===== config.mk =====
export PLATFORM = sky130hd
export DESIGN_NAME = sample_packer
export DESIGN_NICKNAME = d
export VERILOG_FILES = /design/src/rtl/packer_pkg.sv /design/src/rtl/packer_ctrl.sv /design/src/rtl/packer_dp.sv /design/src/rtl/sample_packer.sv
export SDC_FILE = /design/constraint.sdc
export NUM_CORES = 1
export LEC_CHECK = 0
export BUFFER_PORTS_ARGS = -buffer_cell sky130_fd_sc_hd__buf_2
export CORE_ASPECT_RATIO = 1.2
export CORE_MARGIN = 1
export CORE_UTILIZATION = 60
export CTS_CLUSTER_SIZE = 10
export DETAILED_ROUTE_END_ITERATION = 10
export GPL_ROUTABILITY_DRIVEN = 0
export GPL_TIMING_DRIVEN = 0
export HOLD_SLACK_MARGIN = 0.15
export PLACE_DENSITY = 0.77
export RECOVER_POWER = 25
export SYNTH_ARGS = -nofsm -noshare
export SYNTH_HDL_FRONTEND = slang
export SYNTH_SLANG_ARGS = --single-unit

===== constraint.sdc =====
create_clock -name clk -period 10.75 [get_ports clk]
set_input_delay 1.075 -clock clk [delete_from_list [all_inputs] [get_ports clk]]
set_output_delay 1.075 -clock clk [all_outputs]
set_load 0.02 [all_outputs]

===== src/rtl/packer_pkg.sv =====
package packer_pkg;

  parameter int NUM_PROBES = 16;
  parameter int SLICE_LEN  = 16;
  parameter int BYTE_W     = 8;

  localparam int IDX_W      = $clog2(NUM_PROBES);
  localparam int CNT_W      = $clog2(SLICE_LEN);
  localparam int WORD_BYTES = SLICE_LEN / BYTE_W;
  localparam int BSEL_W     = (WORD_BYTES > 1) ? $clog2(WORD_BYTES) : 1;

  typedef enum logic [1:0] {
    ST_IDLE,
    ST_RUN,
    ST_DRAIN
  } packState_e;

  // strobes from control to datapath
  typedef struct packed {
    logic              shiftEn;   // record current probe levels
    logic              loadHold;  // copy finished slice into the drain buffer
    logic [BSEL_W-1:0] byteIdx;   // byte of the current word on the output
    logic [IDX_W-1:0]  curProbe;  // probe whose word is on the output
  } packCtrl_t;

endpackage


===== src/rtl/packer_ctrl.sv =====
module packer_ctrl
  import packer_pkg::*;
(
  input  logic                  clk,
  input  logic                  rstN,
  input  logic                  sampleStrobe,
  input  logic                  startEn,
  input  logic [NUM_PROBES-1:0] enableMask,
  input  logic                  outReady,
  output logic                  outValid,
  output logic                  overflow,
  output packCtrl_t             ctl
);

  packState_e state, stateNext;

  logic [CNT_W-1:0]      sampleCnt;
  logic [NUM_PROBES-1:0] runMask;
  logic [NUM_PROBES-1:0] pending;
  logic [NUM_PROBES-1:0] curOneHot;
  logic [NUM_PROBES-1:0] restMask;
  logic [IDX_W-1:0]      curIdx;
  logic [BSEL_W-1:0]     byteIdx;

  logic fire, wordDone, drainFree, sliceDone, loadSlice, runStart, capturing;

  // lowest pending probe is the one being sent
  always_comb begin
    curOneHot = pending & (~pending + NUM_PROBES'(1));
    restMask  = pending & ~curOneHot;
    curIdx    = '0;
    for (int i = NUM_PROBES - 1; i >= 0; i--) begin
      if (pending[i]) curIdx = IDX_W'(i);
    end
  end

  always_comb begin
    outValid  = |pending;
    fire      = outValid && outReady;
    wordDone  = fire && (byteIdx == BSEL_W'(WORD_BYTES - 1));
    // buffer is free now, or its very last byte leaves this cycle
    drainFree = !(|pending) || (wordDone && !(|restMask));
    capturing = (state == ST_RUN) && sampleStrobe;
    runStart  = (state == ST_IDLE) && startEn && (|enableMask);
    sliceDone = capturing && (sampleCnt == CNT_W'(SLICE_LEN - 1));
    loadSlice = sliceDone && drainFree;
  end

  always_comb begin
    stateNext = state;
    unique case (state)
      ST_IDLE:  if (runStart) stateNext = ST_RUN;
      ST_RUN:   if (sliceDone && !startEn) stateNext = ST_DRAIN;
      ST_DRAIN: if (!(|pending)) stateNext = ST_IDLE;
      default:  stateNext = ST_IDLE;
    endcase
  end

  always_ff @(posedge clk) begin
    if (!rstN) begin
      state     <= ST_IDLE;
      sampleCnt <= '0;
      runMask   <= '0;
      pending   <= '0;
      byteIdx   <= '0;
      overflow  <= 1'b0;
    end else begin
      state <= stateNext;

      if (runStart) begin
        runMask   <= enableMask;
        sampleCnt <= '0;
      end else if (capturing) begin
        sampleCnt <= sliceDone ? '0 : sampleCnt + CNT_W'(1);
      end

      if (loadSlice) begin
        pending <= runMask;
      end else if (wordDone) begin
        pending <= restMask;
      end

      if (fire) begin
        byteIdx <= wordDone ? '0 : byteIdx + BSEL_W'(1);
      end

      if (runStart) begin
        overflow <= 1'b0;
      end else if (sliceDone && !drainFree) begin
        overflow <= 1'b1;
      end
    end
  end

  always_comb begin
    ctl.shiftEn  = capturing;
    ctl.loadHold = loadSlice;
    ctl.byteIdx  = byteIdx;
    ctl.curProbe = curIdx;
  end

endmodule


===== src/rtl/packer_dp.sv =====
module packer_dp
  import packer_pkg::*;
(
  input  logic                  clk,
  input  logic                  rstN,
  input  logic [NUM_PROBES-1:0] probes,
  input  packCtrl_t             ctl,
  output logic [BYTE_W-1:0]     outData
);

  logic [SLICE_LEN-1:0] capReg  [NUM_PROBES];
  logic [SLICE_LEN-1:0] capNext [NUM_PROBES];
  logic [SLICE_LEN-1:0] holdReg [NUM_PROBES];
  logic [SLICE_LEN-1:0] selWord;

  for (genvar p = 0; p < NUM_PROBES; p++) begin : gProbe
    // newest sample enters at the top, so the earliest ends in bit 0
    assign capNext[p] = {probes[p], capReg[p][SLICE_LEN-1:1]};

    always_ff @(posedge clk) begin
      if (!rstN) begin
        capReg[p]  <= '0;
        holdReg[p] <= '0;
      end else begin
        if (ctl.shiftEn)  capReg[p]  <= capNext[p];
        if (ctl.loadHold) holdReg[p] <= capNext[p];
      end
    end
  end

  always_comb begin
    selWord = holdReg[ctl.curProbe];
    outData = selWord[int'(ctl.byteIdx) * BYTE_W +: BYTE_W];
  end

endmodule


===== src/rtl/sample_packer.sv =====
module sample_packer
  import packer_pkg::*;
(
  input  logic                  clk,
  input  logic                  rstN,
  input  logic                  sampleStrobe,
  input  logic [NUM_PROBES-1:0] probes,
  input  logic [NUM_PROBES-1:0] enableMask,
  input  logic                  startEn,
  output logic [BYTE_W-1:0]     outData,
  output logic                  outValid,
  input  logic                  outReady,
  output logic                  overflow
);

  packCtrl_t ctl;

  packer_ctrl u_ctrl (
    .clk          (clk),
    .rstN         (rstN),
    .sampleStrobe (sampleStrobe),
    .startEn      (startEn),
    .enableMask   (enableMask),
    .outReady     (outReady),
    .outValid     (outValid),
    .overflow     (overflow),
    .ctl          (ctl)
  );

  packer_dp u_dp (
    .clk     (clk),
    .rstN    (rstN),
    .probes  (probes),
    .ctl     (ctl),
    .outData (outData)
  );

endmodule


==> key figures <==
Logic synthesis
  – Post-synthesis mux area share: 0.0329
  – Synth Flop Type: edfxtp_1
  – Sequential share of the synthesized area: 0.688
  – Synthesized instance count: 1671
  – Adder-cell share of the synthesized area: 0.00143
  – Compound-cell area share of the yosys netlist: 0.0516
  – Synth Register Bits: 536
  – Synth unique cells: 73
  – Largest family of logic cells by synthesized area: simple AND/OR/NAND/NOR gates
  – Post-synthesis net count: 1709
  – Avg Cell Area, Syn: 13.7 µm²
  – Synth Area in Simple Gates: 0.191
  – Number of synthesized flops with an enable pin: 496
  – Synth async-reset ratio: 0
  – Xor/xnor share of the synthesized area: 0.000767
  – Warning count from the yosys run: 0
  – Mapped Area: 22800 µm²

Worst setup path
  – Worst path buffer plus inverter count: 6
  – Largest stage delay, worst path: 600 ps
  – Top cell by count, worst path: buf_2
  – R2r endpoint: u_dp.holdReg[5][7]$_SDFFCE_PN0P_
  – R2R cell count: 13
  – Slowest CP cell: clkbuf_1
  – Reg2reg start: u_ctrl.pending[0]$_SDFFE_PN0P_
  – Crit start category: register
  – Crit path DAT: 5260 ps
  – R2r setup slk: 6290 ps
  – Crit path capture type: primary output
  – Cell family with most CP delay: buffers and inverters
  – Number of cells on the critical path: 14
  – CP Launch Point: u_ctrl.pending[10]$_SDFFE_PN0P_
  – Crit path cell chain: clkbuf_1, nor2_1, o21ai_0, a311o_1, and2_1, buf_2, buf_6, buf_2, clkbuf_1, nand2_1, a32oi_1, o211ai_1, nor4_1, buf_2
  – Critical path type: register to primary output
  – Critical Path RT: 9680 ps
  – Worst Path Max Fanout: 10

Hold path
  – Worst Hold Path EP: u_ctrl.pending[15]$_SDFFE_PN0P_
  – Min-delay src: u_ctrl.runMask[15]$_SDFFE_PN0P_
  – Hold path depth: 2
  – Worst Hold Class: register to register

Drt
  – Routed len/inst: 24.3 µm
  – # DRC: 0
  – Final wirelength: 55.6 mm
  – Routed Antenna Nets: 0
  – DR vias/cell: 6.29
  – Iteration-0 DRC Markers: 1671
  – Total number of vias: 14.4k
  – DR pass1 iterations: 6

STA
  – Slew Limit Fails: 0
  – Worst Clk Skew: 15.8 ps
  – Min cycle time layout: 6340 ps
  – Slew @ Worst Pin: 1200 ps
  – Unrepaired setup endpoints after global routing: false
  – Final hold violation count: 0
  – Final worst path period share: 0.589
  – Max frequency: 158 MHz
  – Max-slew headroom: 0.181
  – WHS: 477 ps
  – Final setup TNS: 0 ps
  – Setup-failing EPs final: 0

Status
  – Status: finished, final reports clean

Placement
  – Dpl cells: 2197
  – Port buffer count: 45
  – Final HPWL DP: 38.3 mm
  – Placed cell area: 23900 µm²

Floorplanning
  – Die area: 38800 µm²
  – Die Y: 216 µm
  – Initial Util: 0.614
  – Row count: 77
  – Ports: 47
  – Die outline width: 180 µm
  – Core ar.: 37200 µm²

Clock network
  – Clk_lat worst skew: 590 ps
  – Root buf cell: clkbuf_16
  – CTS Hold Bufs: 0
  – H-Tree Depth: 2
  – Post-CTS Setup Inserts: 0
  – Clk slew on worst S/H paths: 60 ps
  – Post-CTS sizing: 0
  – CTS tree: yes
  – Clk sinks: 536
  – Inserted Clock Buffers: 59
  – Clock buffer depth: 3

Power
  – Power Total: 4.38 mW
  – Max VDD drop: 0.123 mV
  – Leak: 10.2 nW
  – PwrDens: 172 nW/µm²

Global routing
  – GRT overflow: 0
  – All-layer global routing usage: 0.289
  – First-pass GRT wire length: 83.8 mm
  – Largest net degree at the start of global routing: 70
  – Antenna violations before repair: 3
  – Vias in the first global route: 14.2k

Finish
  – Commonest non-fill, non-tap cell in the layout: edfxtp_1
  – NumNets Final: 1822
  – Layout area overhead: 11.6%
  – Cell area after layout: 25500 µm²
  – Layout cells sized above 1: 0.0994
  – Post-Layout Cell Count: 2286
  – Most frequent cells in the layout: 496 x edfxtp_1, 259 x and2_1, 258 x and3_1

Flow run
  – Maximum capacitance violations: 0
kinds of logic (layout without fill, tap and decap cells):
kind of cell / count (synthesis) / count (layout)
AND/OR/NAND/NOR: 752 / 752
other: 0 / 2
adder cells (fa/ha/maj): 3 / 3
flip-flops: 536 / 536
buffers and inverters: 140 / 279
AO/OA/AOI/OAI: 164 / 164
XOR/XNOR: 2 / 2
multiplexers: 74 / 74
worst register-to-register path, cell delays in order (launching register included):
cell and delay, ps:
dfxtp_1 290, buf_2 170, or4_4 590, o41ai_2 330
o2111ai_1 220, nor3_1 200, o21ai_0 120, nand2_1 250
clkbuf_1 370, nand2_1 170, nand2_4 300, buf_16 350
buf_16 340, buf_16 360
sequential cells by signal, indices dropped and copies added, names as in the netlist:
name,flops
u_ctrl.byteIdx,1
u_ctrl.overflow,1
u_ctrl.pending,16
u_ctrl.runMask,16
u_ctrl.sampleCnt,4
u_ctrl.state,2
u_dp.capReg,240
u_dp.holdReg,256
per-layer routing:
metal / global-route usage / vias to the layer above / part of all wire
li1: - / 6430 / -
met1: 0.374 / 7077 / 0.39
met4: 0.162 / 4 / 0.057
met5: 0 / - / 0.00047
met2: 0.470 / 707 / 0.48
met3: 0.0456 / 169 / 0.077
Yosys cell counts (all sizes together) (13+ instances only):
library cell  count  area share
nor2b            19      0.0052
buf              51       0.020
a2111oi          14      0.0057
a21oi            33      0.0072
nor4             13      0.0038
nor2             36      0.0060
o21ai            28      0.0061
edfxtp          496        0.65
nand4            13      0.0036
dfxtp            40       0.035
nand2           100       0.017
and3            258       0.071
and2            260       0.071
clkbuf           80       0.013
nand3            27      0.0061
mux2i            66       0.029
layout make-up:
cell class	instances	area (µm²)
Tap cell	474	593
Multi-Input combinational cell	995	6360
Buffer	131	747
Fill cell	2543	11700
Antenna cell	2	5.00
Sequential cell	536	15700
Clock buffer	87	1630
Timing Repair Buffer	52	417
Inverter	9	33.8
metrics by stage:
step	setup slack (ps)	util
2_1_floorplan	2540	-
3_3_place_gp	-603	0.636
3_5_place_dp	5280	0.641
4_1_cts	4600	0.685
5_1_grt	4430	0.685
6_report	4410	0.685
worst max-delay path by stage:
stage | endpoint | slack (ps)
2_1_floorplan | u_dp.holdReg[0][0]$_SDFFCE_PN0P_ | 2540
3_3_place_gp | u_dp.holdReg[5][14]$_SDFFCE_PN0P_ | -600
3_5_place_dp | outData[0] | 5280
4_1_cts | outData[0] | 4600
5_1_grt | outData[0] | 4430
6_report | outData[0] | 4410
power by group:
group	switching (mW)	total, mW	internal, mW
Combinational	0.115	0.160	0.0456
Sequential	0.0494	2.44	2.39
Clock	0.756	1.78	1.03
Note: power is estimated with default switching activity, not from simulation.
